## src/rtl/io_out_port.sv

```systemverilog
module io_out_port #(
  parameter int ADDR_W = 8,
  parameter int DATA_W = 8,
  parameter logic [ADDR_W-1:0] PORT_ADDR = 8'h10
) (
  input  logic              clk,
  input  logic              rst,
  input  logic [ADDR_W-1:0] bus_addr,
  input  logic [1:0]        bus_func,
  input  logic              bus_strobe,
  input  logic [DATA_W-1:0] bus_data,
  output logic              bus_ack,
  output logic [DATA_W-1:0] port_out
);

  localparam logic [1:0] FN_IO_WR = 2'b11;

  logic              addr_sel;
  logic              wr_sel;
  logic [DATA_W-1:0] port_q;
  logic              ack_q;

  // first stage: address match enables the function stage
  assign addr_sel = (bus_addr == PORT_ADDR);
  assign wr_sel   = addr_sel & bus_strobe & (bus_func == FN_IO_WR);

  always_ff @(posedge clk) begin
    if (rst) begin
      port_q <= '0;
      ack_q  <= 1'b0;
    end else begin
      ack_q <= wr_sel;
      if (wr_sel) port_q <= bus_data;
    end
  end

  assign port_out = port_q;
  assign bus_ack  = ack_q;

  assert_reset_clear_R1: assert property (@(posedge clk)
    rst |=> (port_out == '0) && !bus_ack);

  assert_load_R2: assert property (@(posedge clk) disable iff (rst)
    (bus_strobe && bus_addr == PORT_ADDR && bus_func == 2'b11)
      |=> port_out == $past(bus_data));

  assert_no_strobe_hold_R5: assert property (@(posedge clk) disable iff (rst)
    !bus_strobe |=> $stable(port_out));

  assert_other_addr_hold_R3: assert property (@(posedge clk) disable iff (rst)
    (bus_addr != PORT_ADDR) |=> $stable(port_out));

  assert_other_func_hold_R4: assert property (@(posedge clk) disable iff (rst)
    (bus_func != 2'b11) |=> $stable(port_out));

  assert_ack_rise_R6: assert property (@(posedge clk) disable iff (rst)
    (bus_strobe && bus_addr == PORT_ADDR && bus_func == 2'b11) |=> bus_ack);

  assert_ack_fall_R7: assert property (@(posedge clk) disable iff (rst)
    !bus_strobe |=> !bus_ack);

endmodule

```

## config.mk

```make
export PLATFORM = sky130hd
export DESIGN_NAME = io_out_port
export DESIGN_NICKNAME = d
export VERILOG_FILES = /design/src/rtl/io_out_port.sv
export SDC_FILE = /design/constraint.sdc
export NUM_CORES = 1
export LEC_CHECK = 0
export BUFFER_PORTS_ARGS = -buffer_cell sky130_fd_sc_hd__buf_2
export CAP_MARGIN = 20
export CORE_AREA = 5 5 42 44
export CTS_CLUSTER_DIAMETER = 40
export DETAILED_ROUTE_END_ITERATION = 6
export DIE_AREA = 0 0 47 49
export GPL_TIMING_DRIVEN = 0
export PLACE_DENSITY = 0.76
export SLEW_MARGIN = 40
export SYNTH_ARGS = -nofsm -noshare
export SYNTH_HDL_FRONTEND = slang
export SYNTH_SLANG_ARGS = --single-unit
```

## constraint.sdc

```tcl
create_clock -name clk -period 1.2 [get_ports clk]
set_input_delay 0.12 -clock clk [delete_from_list [all_inputs] [get_ports clk]]
set_output_delay 0.12 -clock clk [all_outputs]
set_load 0.02 [all_outputs]
```

==> results of run 1 <==
worst reg2reg max path: stages (launching register included):
cell and delay, ps:
dfxtp_1 330, nand2b_1 60, mux2i_1 110
cell usage after synthesis (all sizes together):
cell type	instances	area, um^2
nand2b	16	100
dfxtp	9	180
mux2i	8	80.1
and2b	1	7.51
buf	1	11.3
clkbuf	1	3.75
nand2	1	3.75
nand4bb	1	11.3
nor4	1	21.3
or4	1	11.3
per-stage QoR:
stage / cell area [um^2] / util
2_1_floorplan: 430 / -
6_report: 622 / 0.444
5_1_grt: 622 / 0.444
4_1_cts: 622 / 0.444
3_3_place_gp: 596 / 0.425
3_5_place_dp: 596 / 0.425
report_power, final:
| group | internal, mW | leakage, nW | total (mW) | switching, mW |
|---|---|---|---|---|
| combinational | 0.0378 | 0.200 | 0.0584 | 0.0207 |
| sequential | 0.299 | 0.0724 | 0.299 | 0.0000460 |
| clock | 0.128 | 0.0150 | 0.237 | 0.109 |
final cells by class:
cell class / instances / area [um^2]
flip-flops and latches: 9 / 180
plain buffers: 2 / 15.0
fillers: 163 / 779
well taps: 16 / 20.0
repair buffers: 29 / 145
multi-input cells: 29 / 235
clock buffers: 4 / 26.3
metal layers:
layer,vias to the layer above,share of wire
li1,199,-
met1,167,0.39
met2,18,0.47
met3,3,0.12
met4,0,0.021
met5,-,0
sequential cells by signal (all words and copies together) (netlist names):
register,flops
bus_ack,1
port_out,8
final timing paths:
path,from,to,slack [ps],cells past startpoint
worst max register to register,port_out[3],port_out[3],630,2
worst min register to register,port_out[6],port_out[6],470,2
worst min-delay path,bus_data[6],port_out[6],110,3
worst max-delay path,bus_addr[1],port_out[1],110,5
placed cells by master, fill, tap and decap left out:
| master | Yosys | layout |
|---|---|---|
| or4_4 | 1 | 1 |
| buf_6 | 1 | 1 |
| nor4_4 | 1 | 1 |
| nand2_1 | 1 | 1 |
| nand4bb_1 | 1 | 1 |
| and2b_1 | 1 | 1 |
| clkbuf_1 | 1 | 2 |
| buf_2 | 0 | 29 |
| nand2b_1 | 16 | 16 |
| clkbuf_4 | 0 | 3 |
| mux2i_1 | 8 | 8 |
| dfxtp_1 | 9 | 9 |
cell families (layout without fill, tap and decap cells):
family	Yosys count	in the layout	synth area share
simple gates	21	21	0.360
buf+inv	2	35	0.0349
mux	8	8	0.186
flops	9	9	0.419
==> impl_results.md, run 1 <==
* Status: complete, no violations
* Io pins at 30
* Routing usage on met1 at 0.102
* Iter 0 DRT Violations at 5
* Dpl ws at -180 ps
* Non-filler cells, final at between 80 and 90
* Synth Instances at 40
* Slew Viols, Final at 0
* Buf/Inv on CP at 2
* Crit start category: input pin
* CTS Sinks at 9
* Worst-Margin Slew at 292 ps
* Netlist cell types at 10
* Final hold viol count at 0
* CP max stage delay at about 530 ps
* Max_slew headroom at 0.805
* RePlAce Congestion at 0.618
* GRT Residual Overflow at 0
* PortBufs at 29
* Largest net degree at the start of global routing at 11
* Crit-path max FO at 9
* WHS at 109 ps
* Share of the yosys chip area belonging to registers at 0.419
* Crit. End Element: register
* Die outline width at 47 um
* GRT Total Usage at 0.0910
* CP cell instances: buf_2, or4_4, nor4_4, buf_6, mux2i_1
* Post-route DRC at 0
* Crit path required time at 1390 ps
* Final clock skew at 0 ps
* Synthesis Warnings at 0
* Layout area overhead at 44.5%
* Met3 usage at 0.0554
* Final WL at 921 um
* CP max-delay cell: or4_4
* Setup-failing EPs final at 0
* Fin crit share at 0.911
* Layout cells sized above 1 at 0.479
* Dpl cells at 85
* Vias in the first global route at just under 400
* Crit-path leading delay family: simple AND/OR/NAND/NOR gates
* P_leak at about 0.29 nW
* Root Buffer Master: clkbuf_4
* Die height at just under 50 um
* Post-cts hold buffer count at 0
* Fin crit period at 1090 ps
* Cts repair resizes at 0
* HP Class: in -> reg
* GRT busiest layer: met2
* Htree depth at 1
* Arrival @ worst endpoint at between 1000 and 1500 ps
* M2 GR Usage at 0.133
* PD cells at 956 nW/um^2
* Initial DRT Pass Iterations at 3
* Rows at 14
* CTS tree: built
* Synthesized area at between 400 and 500 um^2
* Number of CTS-inserted buffers at 3
* Die area at 2300 um^2
* Setup TNS at 0 ps
* Synthesized net count at 61
* Number of max-cap violations at 0
* Final WS setup at 107 ps
* Core ar. at 1400 um^2
* Clock transition at the registers of the reported paths at 60 ps
* Antenna violations before repair at 0
* Mean Syn Cell Area at about 11 um^2
* Vias per cell at 4.35
* Initial core utilization at 0.307
* Unrepaired setup endpoints after global routing: no
* Wirelength per Cell at roughly 10 um
* Seq cells post-synth at 9
* Postcts setup bufs at 0
* Vias at 387
* # diodes at 0
* VDD IR max at about 0.55 mV
* Worst-Skew Late Latency at 260 ps
* Power Total at 595 uW
* Fmax at between 900 and 1000 MHz
* Layout Nets at 95
* First-pass GRT wire length at ~1500 um
* CTS Buffer Depth at 2
* Crit path kind: in -> reg
* Antenna-violating nets left at 0
Power figures use the tool's default switching activity.
==> run 2: changes to the inputs <==
--- a/config.mk
+++ b/config.mk
@@ -8,6 +8,7 @@
 export BUFFER_PORTS_ARGS = -buffer_cell sky130_fd_sc_hd__buf_2
 export CAP_MARGIN = 20
 export CORE_AREA = 5 5 42 44
+export CTS_BUF_LIST = sky130_fd_sc_hd__clkbuf_4 sky130_fd_sc_hd__clkbuf_8 sky130_fd_sc_hd__clkbuf_16
 export CTS_CLUSTER_DIAMETER = 40
 export DETAILED_ROUTE_END_ITERATION = 6
 export DIE_AREA = 0 0 47 49
==> impl_results.md, run 2 (synthesized netlist as in run 1, its figures left out) <==
* Status: complete, no violations (unchanged)
* Final clock skew at 0 ps (unchanged)
* Vias per cell at 4.33 (was 4.35)
* Initial DRT Pass Iterations at 4 (was 3)
* Post-cts hold buffer count at 0 (unchanged)
* Fin crit period at 1090 ps (about the same)
* Postcts setup bufs at 0 (unchanged)
* CP cell instances: buf_2, or4_4, nor4_4, buf_6, mux2i_1 (unchanged)
* Layout cells sized above 1 at 0.493 (was 0.479)
* HP Class: in -> reg (unchanged)
* Worst Min Path Start: bus_data[6] (unchanged)
* Unrepaired setup endpoints after global routing: no (unchanged)
* Final hold viol count at 0 (unchanged)
* PD cells at 990 nW/um^2 (was 956 nW/um^2)
* Htree depth at 1 (unchanged)
* Most frequent cells in the layout: buf_2 (29), nand2b_1 (16), dfxtp_1 (9) (unchanged)
* Crit. End Element: register (unchanged)
* # diodes at 0 (unchanged)
* CTS tree: built (unchanged)
* Wirelength per Cell at 10.4 um (was 10.3 um)
* Fin crit share at 0.910 (was 0.911)
* CTS Buffer Depth at 2 (unchanged)
* RePlAce Congestion at 0.618 (unchanged)
* Core ar. at 1400 um^2 (unchanged)
* Rows at 14 (unchanged)
* Antenna-violating nets left at 0 (unchanged)
* Io pins at 30 (unchanged)
* Fmax at 916 MHz (was 915 MHz)
* GRT Total Usage at 0.0939 (was 0.0910)
* Reg2reg end: port_out[3] (unchanged)
* Power Total at 619 uW (was 595 uW)
* Cts repair resizes at 0 (unchanged)
* Max_slew headroom at 0.805 (about the same)
* Filler cell count at 161 (was 163)
* First-pass GRT wire length at 1520 um (was 1510 um)
* Clock transition at the registers of the reported paths at 60 ps (about the same)
* Antenna violations before repair at 0 (unchanged)
* Vias at 385 (was 387)
* Arrival @ worst endpoint at 1280 ps (about the same)
* Crit-path max FO at 9 (unchanged)
* R2r startpoint: port_out[3] (unchanged)
* CTS Sinks at 9 (unchanged)
* Initial core utilization at 0.307 (unchanged)
* Hold Crit Depth at 3 (unchanged)
* CP max stage delay at 530 ps (about the same)
* PortBufs at 29 (unchanged)
* Layout Nets at 95 (unchanged)
* Dpl cells at 85 (unchanged)
* Final WL at 928 um (was 921 um)
* Slew Viols, Final at 0 (unchanged)
* VDD IR max at 0.567 mV (was 0.545 mV)
* Die area at 2300 um^2 (unchanged)
* Most common cell after layout, fill and taps aside: buf_2 (unchanged)
* Crit path required time at 1390 ps (about the same)
* GRT busiest layer: met2 (unchanged)
* Non-filler cells, final at 89 (unchanged)
* Worst hold endpoint: port_out[6] (unchanged)
* Met3 usage at 0.0554 (unchanged)
* CP max-delay cell: or4_4 (unchanged)
* Worst-Skew Late Latency at 260 ps (about the same)
* Iter 0 DRT Violations at 5 (unchanged)
* Largest net degree at the start of global routing at 11 (unchanged)
* Number of max-cap violations at 0 (unchanged)
* Crit start category: input pin (unchanged)
* Die height at 49 um (unchanged)
* Layout area overhead at 45.3% (was 44.5%)
* Crit path kind: in -> reg (unchanged)
* P_leak at 0.291 nW (was 0.287 nW)
* Max FFs per register at 8 (unchanged)
* Vias in the first global route at 396 (unchanged)
* Die outline width at 47 um (unchanged)
* Routing usage on met1 at 0.104 (was 0.102)
* R2R depth at 2 (unchanged)
* Crit-path leading delay family: simple AND/OR/NAND/NOR gates (unchanged)
* Buf/Inv on CP at 2 (unchanged)
* Worst-Margin Slew at 292 ps (about the same)
* Setup-failing EPs final at 0 (unchanged)
* Root Buffer Master: clkbuf_4 (unchanged)
* GRT Residual Overflow at 0 (unchanged)
* M2 GR Usage at 0.133 (unchanged)
* Number of CTS-inserted buffers at 3 (unchanged)
* Post-route DRC at 0 (unchanged)
* Worst reg-to-reg setup slack at 630 ps (about the same)
* WHS at 107 ps (was 109 ps)
run 2: metal layers:
| layer | up-vias | share of wire |
|---|---|---|
| li1 | 198 | - |
| met2 | 18 | 0.47 |
| met5 | - | 0 |
| met4 | 0 | 0.025 |
| met1 | 166 | 0.39 |
| met3 | 3 | 0.12 |
run 2: power breakdown:
part / total (mW) / internal (mW) / switching (mW)
Sequential: 0.299 / 0.299 / 0.0000461
Combinational: 0.0584 / 0.0378 / 0.0207
Clock: 0.262 / 0.151 / 0.111
run 2: worst max-delay path by stage:
stage	from	end	slack [ps]	depth (start not counted)
finish	bus_addr[1]	port_out[1]	110	5
global route	bus_addr[1]	port_out[1]	20	5
CTS	bus_addr[1]	port_out[1]	100	5
detailed placement	bus_addr[1]	port_out[1]	-180	5
global placement	bus_addr[1]	port_out[5]	-150	5
floorplan	bus_addr[1]	port_out[0]	-2	4
run 2: final cells by class:
type,instances,area (um^2),share of cell area
multi-input cells,29,235,0.376
well taps,16,20.0,0.0320
flip-flops and latches,9,180,0.288
clock buffers,4,30.0,0.0480
repair buffers,29,145,0.232
plain buffers,2,15.0,0.0240
run 2: worst reg2reg max path: stages (launching register included):
cell and delay, ps:
dfxtp_1 330, nand2b_1 60, mux2i_1 110
run 2: stage by stage:
stage	area, um^2	TNS (ps)	setup WS, ps	util
finish	626	0	108	0.446
global route	626	0	18.6	0.446
CTS	626	0	99.3	0.446
detailed placement	596	-1390	-180	0.425
global placement	596	-1210	-149	0.425
floorplan	430	-12.9	-1.62	-
==> run 3: changes to the inputs <==
==> constraint.sdc (replaced) <==
create_clock -name clk -period 1.2 [get_ports clk]
set_input_delay 0.24 -clock clk [delete_from_list [all_inputs] [get_ports clk]]
set_output_delay 0.24 -clock clk [all_outputs]
set_load 0.02 [all_outputs]
==> impl_results.md, run 3 (synthesized netlist as in run 1, its figures left out) <==
* Vias per cell at 4.33 (unchanged)
* Rows at 14 (unchanged)
* CTS Buffer Depth at 2 (unchanged)
* Vias at 385 (unchanged)
* Crit-path leading delay family: simple AND/OR/NAND/NOR gates (unchanged)
* Sw Pwr at 132 uW (about the same)
* Fin crit period at 1200 ps (was 1090 ps)
* Initial DRT Pass Iterations at 4 (unchanged)
* PortBufs at 29 (unchanged)
* Vias in the first global route at 396 (unchanged)
* Antenna-violating nets left at 0 (unchanged)
* Fmax at 832 MHz (was 916 MHz)
* Wirelength per Cell at 10.4 um (about the same)
* Comb pwr share at 0.097 (was 0.094)
* Max FFs per register at 8 (unchanged)
* Crit. End Element: register (unchanged)
* Crit path launch: bus_addr[1] (unchanged)
* Switching share of power at 0.212 (was 0.213)
* Final clock skew at 0 ps (unchanged)
* R2r startpoint: port_out[3] (unchanged)
* Clock transition at the registers of the reported paths at 60 ps (about the same)
* Worst-Margin Slew at 292 ps (unchanged)
* Layout area overhead at 46.8% (was 45.3%)
* VDD IR max at 0.569 mV (was 0.567 mV)
* RePlAce Congestion at 0.618 (unchanged)
* Slew Viols, Final at 0 (unchanged)
* Die outline width at 47 um (unchanged)
* Worst Min Path Start: bus_data[6] (unchanged)
* CTS Sinks at 9 (unchanged)
* Cell area after layout at 632 um^2 (was 626 um^2)
* GRT busiest layer: met2 (unchanged)
* Die area at 2300 um^2 (unchanged)
* Largest net degree at the start of global routing at 11 (unchanged)
* Layout cells sized above 1 at 0.493 (unchanged)
* PD cells at 983 nW/um^2 (was 990 nW/um^2)
* Met3 usage at 0.0554 (unchanged)
* Crit start category: input pin (unchanged)
* Dpl ws at -300 ps (was -180 ps)
* Clock power share at 0.422 (was 0.423)
* Die height at 49 um (unchanged)
* Sequential share of power at 0.481 (was 0.482)
* Root Buffer Master: clkbuf_4 (unchanged)
* Post-place instance area at 596 um^2 (unchanged)
* Fin crit share at 1.00 (was 0.910)
* M2 GR Usage at 0.133 (unchanged)
* Max_slew headroom at 0.805 (unchanged)
* Buf/Inv on CP at 2 (unchanged)
* CP max-delay cell: or4_4 (unchanged)
* CP max stage delay at 530 ps (about the same)
* Core ar. at 1400 um^2 (unchanged)
* Arrival @ worst endpoint at 1400 ps (was 1280 ps)
* Iter 0 DRT Violations at 5 (unchanged)
* Setup-failing EPs final at 1 (was 0)
* Routing usage on met1 at 0.104 (unchanged)
* Io pins at 30 (unchanged)
* Postcts setup bufs at 0 (unchanged)
* Number of max-cap violations at 0 (unchanged)
* Final WL at 930 um (was 928 um)
* Layout Nets at 95 (unchanged)
* GRT Total Usage at 0.0939 (unchanged)
* Most frequent cells in the layout: buf_2 (28), nand2b_1 (16), dfxtp_1 (9) (was buf_2 (29), nand2b_1 (16), dfxtp_1 (9))
* Final hold viol count at 0 (unchanged)
* Antenna violations before repair at 0 (unchanged)
* Post-cts hold buffer count at 0 (unchanged)
* Final WS setup at -2.63 ps (was 108 ps)
* HP Class: in -> reg (unchanged)
* CTS tree: built (unchanged)
* Unrepaired setup endpoints after global routing: yes (was no)
* Crit path required time at 1390 ps (about the same)
* Crit path top cell by count: buf_6
* Most common cell after layout, fill and taps aside: buf_2 (unchanged)
* Crit-path max FO at 9 (unchanged)
* Initial core utilization at 0.307 (unchanged)
* Htree depth at 1 (unchanged)
* First-pass GRT wire length at 1520 um (unchanged)
* Failing checks: negative setup slack
* Status: finished, violations left (was complete, no violations)
* # diodes at 0 (unchanged)
* Post-route DRC at 0 (unchanged)
* P_int at 490 uW (was 488 uW)
* GRT Residual Overflow at 0 (unchanged)
* Number of CTS-inserted buffers at 3 (unchanged)
* P_leak at 0.293 nW (was 0.291 nW)
* Crit path kind: in -> reg (unchanged)
* CP cell instances: buf_6, or4_4, nor4_4, buf_6, mux2i_1 (was buf_2, or4_4, nor4_4, buf_6, mux2i_1)
* Worst-Skew Late Latency at 260 ps (about the same)
==> run 3: cell counts in the layout (fill, tap and decap cells not counted) <==
Identical to the previous run, type by type.
==> run 3: worst paths after layout <==
path              slack [ps]     endpoint  depth (start not counted)
hold reg to reg          470  port_out[6]                          2
hold / removal           230  port_out[6]                          3
setup / recovery          -3  port_out[1]                          5
setup reg to reg         630  port_out[3]                          2
==> run 3: final cells by class <==
type                            count  area (um^2)
Buffer                              2         15.0
Fill cell                         159          769
Timing Repair Buffer               29          151
Multi-Input combinational cell     29          235
Sequential cell                     9          180
Clock buffer                        4         30.0
Tap cell                           16         20.0
==> run 3: power groups by stage <==
stage	registers, mW	logic, mW	clock network [mW]
finish	0.299	0.0604	0.262
global route	0.298	0.0678	0.291
CTS	0.299	0.0612	0.275
detailed placement	0.306	0.0592	0
global placement	0.306	0.0581	0
floorplan	0.306	0.0228	0
==> run 3: repair_timing <==
item	CTS	global route
pin swaps	0	0
endpoints found under the setup margin	5	8
gates resized for setup	1	0
==> run 3: stage by stage <==
| stage | power [mW] | setup TNS (ps) | util | hold slack, ps | std cells |
|---|---|---|---|---|---|
| 5_1_grt | 0.657 | -434 | 0.451 | 231 | 89 |
| 3_3_place_gp | 0.364 | -2290 | 0.425 | 456 | 85 |
| 4_1_cts | 0.635 | -10.4 | 0.451 | 218 | 89 |
| 6_report | 0.621 | -2.63 | 0.451 | 227 | 89 |
| 3_5_place_dp | 0.365 | -2470 | 0.425 | 464 | 85 |
| 2_1_floorplan | 0.328 | -1030 | - | 395 | 40 |
==> run 3: worst min-delay path, stage by stage <==
cell and delay (ps):
buf_2 90, nand2b_1 50, mux2i_1 60
==> run 3: layer usage <==
| metal | vias to the layer above | part of all wire |
|---|---|---|
| li1 | 198 | - |
| met1 | 166 | 0.39 |
| met2 | 18 | 0.47 |
| met3 | 3 | 0.12 |
| met4 | 0 | 0.025 |
| met5 | - | 0 |
